===== src/rtl/uart_sp_pkg.sv =====
package uart_sp_pkg;

  typedef enum logic {
    RX_IDLE = 1'b0,
    RX_RUN  = 1'b1
  } rx_state_e;

  // control register bit positions
  localparam int CTL_WIDTH_ERR = 7;
  localparam int CTL_MODE_LO   = 6;
  localparam int CTL_SPARE     = 5;
  localparam int CTL_RX_EN     = 4;
  localparam int CTL_TX_B9     = 3;
  localparam int CTL_RX_B9     = 2;
  localparam int CTL_TX_DONE   = 1;
  localparam int CTL_RX_FULL   = 0;

endpackage


===== src/rtl/uart_sp_sync.sv =====
module uart_sp_sync #(
  parameter int STAGES = 2
) (
  input  logic clk,
  input  logic rst_n,
  input  logic d,
  output logic q
);

  logic [STAGES-1:0] chain_q;

  always_ff @(posedge clk or negedge rst_n) begin
    if (!rst_n) chain_q <= '1;
    else        chain_q <= {chain_q[STAGES-2:0], d};
  end

  assign q = chain_q[STAGES-1];

endmodule


===== src/rtl/uart_sp_rx.sv =====
module uart_sp_rx
  import uart_sp_pkg::*;
#(
  parameter int OVS = 16,
  parameter int DW  = 8
) (
  input  logic          clk,
  input  logic          rst_n,
  input  logic          tick,
  input  logic          rxd_s,
  input  logic          ren,
  input  logic          nine,
  output logic          last_evt,
  output logic          stop_evt,
  output logic          bit_val,
  output logic [DW-1:0] word,
  output logic          b9
);

  localparam int CW = $clog2(OVS);
  localparam int IW = $clog2(DW + 3);
  localparam logic [CW-1:0] S_A   = CW'(OVS / 2 - 1);
  localparam logic [CW-1:0] S_B   = CW'(OVS / 2);
  localparam logic [CW-1:0] S_C   = CW'(OVS / 2 + 1);
  localparam logic [CW-1:0] S_END = CW'(OVS - 1);
  localparam logic [IW-1:0] I_LAST8 = IW'(DW);
  localparam logic [IW-1:0] I_B9    = IW'(DW + 1);
  localparam logic [IW-1:0] I_STOP9 = IW'(DW + 2);

  rx_state_e     st_q, st_n;
  logic [CW-1:0] cnt_q, cnt_n;
  logic [IW-1:0] idx_q, idx_n;
  logic [1:0]    smp_q, smp_n;
  logic [DW-1:0] sh_q, sh_n;
  logic          b9_q, b9_n;
  logic [IW-1:0] stop_idx;
  logic          maj;

  assign stop_idx = nine ? I_STOP9 : I_B9;
  assign maj = (smp_q[0] & smp_q[1]) | (smp_q[0] & rxd_s) | (smp_q[1] & rxd_s);

  always_comb begin
    st_n     = st_q;
    cnt_n    = cnt_q;
    idx_n    = idx_q;
    smp_n    = smp_q;
    sh_n     = sh_q;
    b9_n     = b9_q;
    last_evt = 1'b0;
    stop_evt = 1'b0;
    if (!ren) begin
      st_n = RX_IDLE;
    end else if (tick) begin
      case (st_q)
        RX_IDLE: begin
          if (!rxd_s) begin
            st_n  = RX_RUN;
            cnt_n = '0;
            idx_n = '0;
          end
        end
        default: begin
          cnt_n = (cnt_q == S_END) ? '0 : cnt_q + 1'b1;
          if (cnt_q == S_END) idx_n = idx_q + 1'b1;
          if (cnt_q == S_A) smp_n[0] = rxd_s;
          if (cnt_q == S_B) smp_n[1] = rxd_s;
          if (cnt_q == S_C) begin
            if (idx_q == '0) begin
              if (maj) st_n = RX_IDLE;
            end else if (idx_q == stop_idx) begin
              stop_evt = 1'b1;
              st_n     = RX_IDLE;
            end else if (idx_q == I_B9) begin
              b9_n     = maj;
              last_evt = 1'b1;
            end else begin
              sh_n = {maj, sh_q[DW-1:1]};
              if (!nine && idx_q == I_LAST8) last_evt = 1'b1;
            end
          end
        end
      endcase
    end
  end

  always_ff @(posedge clk or negedge rst_n) begin
    if (!rst_n) begin
      st_q  <= RX_IDLE;
      cnt_q <= '0;
      idx_q <= '0;
      smp_q <= '0;
      sh_q  <= '0;
      b9_q  <= 1'b0;
    end else begin
      st_q  <= st_n;
      cnt_q <= cnt_n;
      idx_q <= idx_n;
      smp_q <= smp_n;
      sh_q  <= sh_n;
      b9_q  <= b9_n;
    end
  end

  assign word    = sh_n;
  assign b9      = b9_n;
  assign bit_val = maj;

  AST_GLITCH_REJECT: assert property (@(posedge clk) disable iff (!rst_n)
    (st_q == RX_RUN && ren && tick && idx_q == '0 && cnt_q == S_C && maj) |=> (st_q == RX_IDLE));

endmodule


===== src/rtl/uart_sp_tx.sv =====
module uart_sp_tx #(
  parameter int OVS = 16,
  parameter int DW  = 8
) (
  input  logic          clk,
  input  logic          rst_n,
  input  logic          tick,
  input  logic          start,
  input  logic [DW-1:0] data,
  input  logic          b9,
  input  logic          nine,
  output logic          txd,
  output logic          ti_set
);

  localparam int CW = $clog2(OVS);
  localparam int IW = $clog2(DW + 3);
  localparam logic [CW-1:0] S_END   = CW'(OVS - 1);
  localparam logic [IW-1:0] I_STOP8 = IW'(DW + 1);
  localparam logic [IW-1:0] I_STOP9 = IW'(DW + 2);

  logic          busy_q, busy_n;
  logic          nine_q, nine_n;
  logic [CW-1:0] cnt_q, cnt_n;
  logic [IW-1:0] idx_q, idx_n;
  logic [DW:0]   frm_q, frm_n;
  logic [IW-1:0] stop_idx;

  assign stop_idx = nine_q ? I_STOP9 : I_STOP8;

  always_comb begin
    busy_n = busy_q;
    nine_n = nine_q;
    cnt_n  = cnt_q;
    idx_n  = idx_q;
    frm_n  = frm_q;
    ti_set = 1'b0;
    if (!busy_q) begin
      if (start) begin
        busy_n = 1'b1;
        nine_n = nine;
        cnt_n  = '0;
        idx_n  = '0;
        frm_n  = {b9, data};
      end
    end else if (tick) begin
      cnt_n = (cnt_q == S_END) ? '0 : cnt_q + 1'b1;
      if (cnt_q == S_END) begin
        if (idx_q == stop_idx) begin
          busy_n = 1'b0;
        end else begin
          idx_n = idx_q + 1'b1;
          if (idx_q != '0) frm_n = {1'b0, frm_q[DW:1]};
          if (idx_q + 1'b1 == stop_idx) ti_set = 1'b1;
        end
      end
    end
  end

  always_ff @(posedge clk or negedge rst_n) begin
    if (!rst_n) begin
      busy_q <= 1'b0;
      nine_q <= 1'b0;
      cnt_q  <= '0;
      idx_q  <= '0;
      frm_q  <= '0;
    end else begin
      busy_q <= busy_n;
      nine_q <= nine_n;
      cnt_q  <= cnt_n;
      idx_q  <= idx_n;
      frm_q  <= frm_n;
    end
  end

  always_comb begin
    if (!busy_q)                txd = 1'b1;
    else if (idx_q == '0)       txd = 1'b0;
    else if (idx_q == stop_idx) txd = 1'b1;
    else                        txd = frm_q[0];
  end

endmodule


===== src/rtl/async_serial_port.sv =====
module async_serial_port
  import uart_sp_pkg::*;
#(
  parameter int OVS     = 16,
  parameter int DW      = 8,
  parameter int SYNC_ST = 2
) (
  input  logic          clk,
  input  logic          rst_n,
  input  logic          baud_rx_tick,
  input  logic          baud_tx_tick,
  input  logic          err_chk_en,
  input  logic          wr_en,
  input  logic          wr_sel,
  input  logic [7:0]    wr_data,
  input  logic          rxd,
  output logic          txd,
  output logic [7:0]    ctrl_rd,
  output logic [DW-1:0] rx_buf
);

  logic rxd_s;
  logic last_evt, stop_evt, bit_val, rx_b9, ti_set;
  logic [DW-1:0] rx_word;

  logic wsel_q, wsel_n, sm1_q, sm1_n, spare_q, spare_n, ren_q, ren_n;
  logic tb8_q, tb8_n, rb8_q, rb8_n, ti_q, ti_n, ri_q, ri_n;
  logic fe_q, fe_n, acc_q, acc_n;
  logic [DW-1:0] buf_q, buf_n;
  logic ctl_wr, buf_wr, load_evt;

  assign ctl_wr   = wr_en & ~wr_sel;
  assign buf_wr   = wr_en & wr_sel;
  assign load_evt = err_chk_en ? stop_evt : last_evt;

  uart_sp_sync #(.STAGES(SYNC_ST)) u_sync (
    .clk(clk), .rst_n(rst_n), .d(rxd), .q(rxd_s)
  );

  uart_sp_rx #(.OVS(OVS), .DW(DW)) u_rx (
    .clk(clk), .rst_n(rst_n), .tick(baud_rx_tick), .rxd_s(rxd_s),
    .ren(ren_q), .nine(wsel_q), .last_evt(last_evt), .stop_evt(stop_evt),
    .bit_val(bit_val), .word(rx_word), .b9(rx_b9)
  );

  uart_sp_tx #(.OVS(OVS), .DW(DW)) u_tx (
    .clk(clk), .rst_n(rst_n), .tick(baud_tx_tick), .start(buf_wr),
    .data(wr_data[DW-1:0]), .b9(tb8_q), .nine(wsel_q), .txd(txd), .ti_set(ti_set)
  );

  always_comb begin
    wsel_n  = wsel_q;
    sm1_n   = sm1_q;
    spare_n = spare_q;
    ren_n   = ren_q;
    tb8_n   = tb8_q;
    rb8_n   = rb8_q;
    ti_n    = ti_q;
    ri_n    = ri_q;
    fe_n    = fe_q;
    acc_n   = acc_q;
    buf_n   = buf_q;
    if (ctl_wr) begin
      if (err_chk_en) fe_n   = wr_data[CTL_WIDTH_ERR];
      else            wsel_n = wr_data[CTL_WIDTH_ERR];
      sm1_n   = wr_data[CTL_MODE_LO];
      spare_n = wr_data[CTL_SPARE];
      ren_n   = wr_data[CTL_RX_EN];
      tb8_n   = wr_data[CTL_TX_B9];
      rb8_n   = wr_data[CTL_RX_B9];
      ti_n    = wr_data[CTL_TX_DONE];
      ri_n    = wr_data[CTL_RX_FULL];
    end
    if (load_evt) begin
      if (!ri_q) begin
        buf_n = rx_word;
        ri_n  = 1'b1;
        acc_n = 1'b1;
        if (wsel_q)        rb8_n = rx_b9;
        else if (stop_evt) rb8_n = bit_val;
      end else begin
        acc_n = 1'b0;
      end
    end
    if (stop_evt && !err_chk_en && !wsel_q && acc_q) rb8_n = bit_val;
    if (stop_evt && err_chk_en && !bit_val) fe_n = 1'b1;
    if (ti_set) ti_n = 1'b1;
  end

  always_ff @(posedge clk or negedge rst_n) begin
    if (!rst_n) begin
      wsel_q  <= 1'b0;
      sm1_q   <= 1'b0;
      spare_q <= 1'b0;
      ren_q   <= 1'b0;
      tb8_q   <= 1'b0;
      rb8_q   <= 1'b0;
      ti_q    <= 1'b0;
      ri_q    <= 1'b0;
      fe_q    <= 1'b0;
      acc_q   <= 1'b0;
      buf_q   <= '0;
    end else begin
      wsel_q  <= wsel_n;
      sm1_q   <= sm1_n;
      spare_q <= spare_n;
      ren_q   <= ren_n;
      tb8_q   <= tb8_n;
      rb8_q   <= rb8_n;
      ti_q    <= ti_n;
      ri_q    <= ri_n;
      fe_q    <= fe_n;
      acc_q   <= acc_n;
      buf_q   <= buf_n;
    end
  end

  assign ctrl_rd = {(err_chk_en ? fe_q : wsel_q), sm1_q, spare_q, ren_q,
                    tb8_q, rb8_q, ti_q, ri_q};
  assign rx_buf  = buf_q;

  AST_FE_STICKY: assert property (@(posedge clk) disable iff (!rst_n)
    (fe_q && !ctl_wr) |=> fe_q);
  AST_FE_NEEDS_EN: assert property (@(posedge clk) disable iff (!rst_n)
    ($rose(fe_q) && !$past(ctl_wr)) |-> $past(err_chk_en));
  AST_RI_HOLDS_BUF: assert property (@(posedge clk) disable iff (!rst_n)
    ri_q |=> $stable(buf_q));
  AST_LOAD_NEEDS_REN: assert property (@(posedge clk) disable iff (!rst_n)
    ($rose(ri_q) && !$past(ctl_wr)) |-> $past(ren_q));
  AST_TI_ON_STOP: assert property (@(posedge clk) disable iff (!rst_n)
    ($rose(ti_q) && !$past(ctl_wr)) |-> txd);

endmodule


===== config.mk =====
export PLATFORM = sky130hd
export DESIGN_NAME = async_serial_port
export DESIGN_NICKNAME = d
export VERILOG_FILES = /design/src/rtl/uart_sp_pkg.sv /design/src/rtl/uart_sp_sync.sv /design/src/rtl/uart_sp_rx.sv /design/src/rtl/uart_sp_tx.sv /design/src/rtl/async_serial_port.sv
export SDC_FILE = /design/constraint.sdc
export NUM_CORES = 1
export LEC_CHECK = 0
export BUFFER_PORTS_ARGS = -buffer_cell sky130_fd_sc_hd__buf_2
export CAP_MARGIN = 15
export CORE_MARGIN = 5
export CORE_UTILIZATION = 63
export CTS_CLUSTER_DIAMETER = 100
export DETAILED_ROUTE_END_ITERATION = 8
export PLACE_DENSITY_LB_ADDON = 0.08
export SLEW_MARGIN = 10
export SYNTH_ARGS = -nofsm -noshare
export SYNTH_HDL_FRONTEND = slang
export SYNTH_SLANG_ARGS = --single-unit

===== constraint.sdc =====
create_clock -name clk -period 5.4 [get_ports clk]
set_clock_uncertainty 0.15 [all_clocks]
set_input_delay 0.81 -clock clk [delete_from_list [all_inputs] [get_ports clk]]
set_output_delay 0.81 -clock clk [all_outputs]
set_load 0.1 [all_outputs]

==> results of run 1 <==
critical path: stages, from the launching register on:
cell     delay, ns
dfrtp_1       0.47
or3b_1        0.37
a21oi_1       0.42
nor2_1        0.07
o21ai_0       0.14
buf_2         0.44
final cells by class:
type                       instances  area [sq um]
clock inverter                     4         50.05
sequential                        59          1479
tap                               67         83.83
inverter                          14         52.55
multi-input combinational        206          1510
fill                             346          1291
timing repair buffer              33         167.7
clock buffer                      11         151.4
per-layer routing:
| metal | global-route usage (%) | up-vias | wire [microns] |
|---|---|---|---|
| met1 | 27.45 | 1039 | 2804 |
| met4 | 9.459 | 0 | 76 |
| met5 | 0 | - | 0 |
| met2 | 33.61 | 43 | 2929 |
| li1 | - | 1110 | - |
| met3 | 4.372 | 8 | 236 |
flip-flops by register name, summed over array words and instances (netlist names), 2 cells and up:
signal          count
u_tx.idx_q          4
u_rx.idx_q          4
u_tx.frm_q          9
u_sync.chain_q      2
u_rx.smp_q          2
u_rx.cnt_q          4
u_tx.cnt_q          4
u_rx.sh_q           8
rx_buf              8
worst max path at each step:
stage,to,cells past startpoint,from
6_report,txd,5,u_tx.idx_q[0]
5_1_grt,txd,5,u_tx.idx_q[0]
4_1_cts,txd,5,u_tx.idx_q[0]
3_5_place_dp,txd,5,u_tx.idx_q[0]
3_3_place_gp,txd,5,u_tx.idx_q[0]
2_1_floorplan,txd,4,u_tx.idx_q[0]
logic make-up after synthesis:
group | Yosys count | share of synthesized area (%)
adders and majority gates | 10 | 3.904
muxes | 32 | 12.95
xor gates and xnor gates | 2 | 0.5579
AOI/OAI and AO/OA | 66 | 13.87
buffers and inverters | 31 | 4.821
and+or+nand+nor | 96 | 16.81
DFF | 59 | 47.09
layout by cell type, fill, tap and decap left out, drive strengths merged, types with 3 or more instances in the layout:
cell type and count:
nand3 14, nor3 4, o21ai 23, buf 33, nand2 22, mux2 21, dfrtp 57, ha 9
mux2i 11, o31ai 5, a22o 3, nand2b 6, inv 14, a21oi 18, nand3b 4, nor2b 3
nor2 21, nor3b 3, clkbuf 11
report_power, final:
part	switching [mW]	total (mW)	internal [mW]
Clock	0.172	0.407	0.235
Sequential	0.0858	0.610	0.525
Combinational	0.251	0.387	0.136
Total	0.508	1.40	0.895
metrics by stage:
step	total power [mW]	hold WS [ns]	util, %	cell area (sq um)
after floorplan	0.9257	0.1952	-	3141
after global placement	0.9915	0.1958	68.81	3293
after detailed placement	1.004	0.1988	68.81	3293
after CTS	1.410	0.2075	73.02	3495
after global routing	1.496	0.2136	73.02	3495
final	1.403	0.2068	73.02	3495
synth_stat cells, drive strengths merged, types with 3 or more instances:
cell type,instances,area (sq um)
dfrtp,57,1426
o21ai,23,115.1
nand2,22,82.58
mux2,21,296.5
nor2,21,78.83
a21oi,18,90.09
inv,14,52.55
nand3,14,70.07
mux2i,11,110.1
buf,10,72.56
ha,9,112.6
clkbuf,7,26.28
nand2b,6,37.54
o31ai,5,37.54
nand3b,4,30.03
nor3,4,31.28
a22o,3,26.28
nor2b,3,18.77
nor3b,3,27.52
==> results.cfg, run 1 <==
[status]
status = complete, no violations

[worst_setup_path]
path_class = register to output pin
start_kind = register
reg2reg_from = u_rx.idx_q[1]
reg2reg_depth = 6
r2r_end = rx_buf[3]
critical_path.endpoint_type = output pin
critical_path_required_ns = 4.44
arrival_ns = 2.25
rrSetupSlack_ns = 2.78
crit_fanout = 9

[cells_and_area]
layout.nets = 348
area_growth_pct = 11.27
diodes = 0
drive_gt1_share_pct = 22.94
stdcell_count = 394

[drt]
viasPerCell = 5.584
vias = 2200
drt_first_pass_iters = 4
avgRoutedWirePerCell_microns = 15.35
ant_nets = 0
drtIter0Drc = 117
drc = 0
finalWirelength_microns = 6046

[floorplanning]
rows = 25
core_sq_um = 4786
die_y_microns = 80.61
die_area_sq_um = 6497
start_util_pct = 65.62
pin_count = 33
fp.dieW_microns = 80.61

[grt]
antenna_found_initial = 0
grt_pass1_wl_microns = 10410
gr-total-overflow = 0
grt_pass1_vias = 2221
grt_start_max_net_pins = 60
globalRouteTotalUtil_pct = 21.03

[clock_tree]
clockBufferDepth = 2
cts_htree_levels = 3
cts_inserted_buffers = 9
cts_tree = yes
clkLatencyLatePin_ns = 0.34
ctsHoldBuffers = 0
cts_root_buffer = clkbuf_8
cts_resized = 0
path_clk_slew_ns = 0.07
cts_sinks = 59
cts_setup_buffers = 0

[placed_design]
dp_hpwl_microns = 4093
gp_congestion = 0.8505
dpl_worst_slack_ns = 2.571
io_buffers = 32
dp.cells = 379

[synth]
syn-num-nets = 321
ys_seq_area_share_pct = 47.09
synth_area_sq_um = 3141
synth_edf_count = 0
syn_inst = 296
synth.ff_latch_count = 59
synthArstFlopShare_pct = 100.0
synth.distinct_cells = 55
yosysWarningCount = 0
synth-main-ff-cell = dfrtp_1
syn_avg_cell_area_sq_um = 10.61

[hold_path]
whs_endpoint = u_sync.chain_q[1]
hold_start = u_sync.chain_q[0]
holdCritPathClass = register to register
hold_depth = 0

[power_and_ir_drop]
cellPowerDensity_nw_per_um2 = 401.6
p_leak_nw = 1.659
ir_drop_mv = 0.3178

[sta]
finalSetupViolations = 0
setup_slack_ns = 2.194
finalCriticalPeriod_ns = 3.206
period_share_pct = 59.37
slew_violations = 0
tightest_slew_ns = 0.8850
max_freq_mhz = 311.9
tns_ns = 0
slew_headroom_pct = 40.80
hold_viol = 0
grt_setup_unrepaired = no

[run]
cap_violations = 0
Note: power is estimated with default switching activity, not from simulation.
==> run 2: changes to the inputs <==
--- a/config.mk
+++ b/config.mk
@@ -8,7 +8,7 @@
 export BUFFER_PORTS_ARGS = -buffer_cell sky130_fd_sc_hd__buf_2
 export CAP_MARGIN = 15
 export CORE_MARGIN = 5
-export CORE_UTILIZATION = 63
+export CORE_UTILIZATION = 59
 export CTS_CLUSTER_DIAMETER = 100
 export DETAILED_ROUTE_END_ITERATION = 8
 export PLACE_DENSITY_LB_ADDON = 0.08
==> constraint.sdc (replaced) <==
create_clock -name clk -period 3.3 [get_ports clk]
set_clock_uncertainty 0.15 [all_clocks]
set_input_delay 0.495 -clock clk [delete_from_list [all_inputs] [get_ports clk]]
set_output_delay 0.495 -clock clk [all_outputs]
set_load 0.1 [all_outputs]
==> results.cfg, run 2 (same netlist as run 1, synthesis figures left out) <==
[status]
status = complete, no violations

[cells_and_area]
area_growth_pct = 10.96
diodes = 0
final_cell_mix = 57 x dfrtp_1, 32 x buf_2, 22 x nand2_1
drive_gt1_share_pct = 23.10
largest_reg_flops = 9
final_area_sq_um = 3485
final_common_cell = dfrtp_1
nFillCells = 430
stdcell_count = 399
largest-register = u_tx.frm_q
multi_input_area_sq_um = 1510
seqCellArea_sq_um = 1479
layout.nets = 349

[clock_tree]
cts_sinks = 59
ctsHoldBuffers = 0
cts_setup_buffers = 0
path_clk_slew_ns = 0.07
cts_root_buffer = clkbuf_8
clkLatencyLatePin_ns = 0.33
cts_htree_levels = 3
cts_tree = yes
clockBufferDepth = 2
cts_resized = 0
cts_inserted_buffers = 9

[worst_setup_path]
crit_fanout = 9
start_kind = register
critical_path_required_ns = 2.65
arrival_ns = 2.19
critical_path.endpoint_type = output pin
path_class = register to output pin
worst_path_largest_cell_delay_ns = 0.46
path_cells = or3b_1 > a21oi_1 > nor2_1 > o21ai_1 > buf_2
cp_slowest_cell = dfrtp_1

[placed_design]
io_buffers = 32
dp_hpwl_microns = 4230
gp_congestion = 0.8100
placed_area_sq_um = 3304
dp.cells = 383

[floorplanning]
fp.dieW_microns = 82.96
die_area_sq_um = 6882
start_util_pct = 61.10
die_y_microns = 82.96
pin_count = 33
core_sq_um = 5140
rows = 26

[grt]
grt_pass1_vias = 2214
gr-total-overflow = 0
grt_pass1_wl_microns = 10270
grt_start_max_net_pins = 35
globalRouteTotalUtil_pct = 18.18
antenna_found_initial = 0

[drt]
drtIter0Drc = 59
drt_first_pass_iters = 4
drc = 0
ant_nets = 0
vias = 2248
avgRoutedWirePerCell_microns = 14.61
viasPerCell = 5.634
finalWirelength_microns = 5828

[sta]
tightest_slew_ns = 0.8807
finalCriticalPeriod_ns = 2.839
tns_ns = 0
finalSetupViolations = 0
max_freq_mhz = 352.3
grt_setup_unrepaired = no
period_share_pct = 86.02
hold_viol = 0
slew_headroom_pct = 41.09
slew_violations = 0

[power_and_ir_drop]
cellPowerDensity_nw_per_um2 = 638.4
ir_drop_mv = 0.3749
p_leak_nw = 1.654

[run]
cap_violations = 0

[hold_path]
holdCritPathClass = input pin to async pin
[run 2: cell count changes in the layout (fill, tap and decap cells not counted)]
cell and change:
buf_4 +1, o21ai_1 +2, clkbuf_1 +1, o21ai_0 -2
bufinv_16 -1, clkinv_2 +1
[run 2: per-layer routing]
layer,GRT usage [%],up-vias,share of wire [%]
li1,-,1116,-
met3,5.545,8,3.7
met5,0,-,0
met2,27.62,49,46
met1,24.63,1075,49
met4,6.538,0,0.98
[run 2: layout make-up]
class	instances	share of cell area (%)
clock inverter	4	0.7181
multi-input combinational	206	43.34
clock buffer	12	4.452
sequential	59	42.44
inverter	14	1.508
tap	70	2.513
timing repair buffer	34	5.027
[run 2: path summary, 6_finish.rpt]
check | startpoint | to | slack [ns] | cells after the start
setup / recovery | u_tx.idx_q[0] | txd | 0.46 | 5
hold / removal | rst_n | u_rx.cnt_q[0] | 0.009 | 1
setup reg to reg | u_rx.idx_q[1] | rx_buf[6] | 0.73 | 6
hold reg to reg | u_sync.chain_q[0] | u_sync.chain_q[1] | 0.21 | 0
max in group asynchronous | rst_n | u_sync.chain_q[0] | 2.13 | 2
min in group clk | rxd | u_sync.chain_q[0] | 0.12 | 1
[run 2: metrics by stage]
stage / power [mW] / setup WS, ns / hold slack [ns] / util, %
after floorplan: 1.517 / 0.09940 / 0.04941 / -
after global placement: 1.630 / 0.7595 / 0.1992 / 64.29
after detailed placement: 1.646 / 0.7164 / 0.2024 / 64.29
after CTS: 2.247 / 0.4383 / 0.02147 / 67.79
after global routing: 2.377 / 0.2307 / 0.03808 / 67.79
final: 2.225 / 0.4612 / 0.008613 / 67.79
[run 2: critical path: cells and delay by family, from the launching register on]
kind / cells / cell delay [ns]
buf+inv: 1 / 0.43
compound gates: 2 / 0.53
flops: 1 / 0.46
simple gates: 2 / 0.45
[run 2: report_power, final]
group | internal (mW) | leakage [nW] | switching (mW)
Sequential | 0.858 | 0.756 | 0.139
Combinational | 0.224 | 0.810 | 0.409
Clock | 0.311 | 0.0884 | 0.283
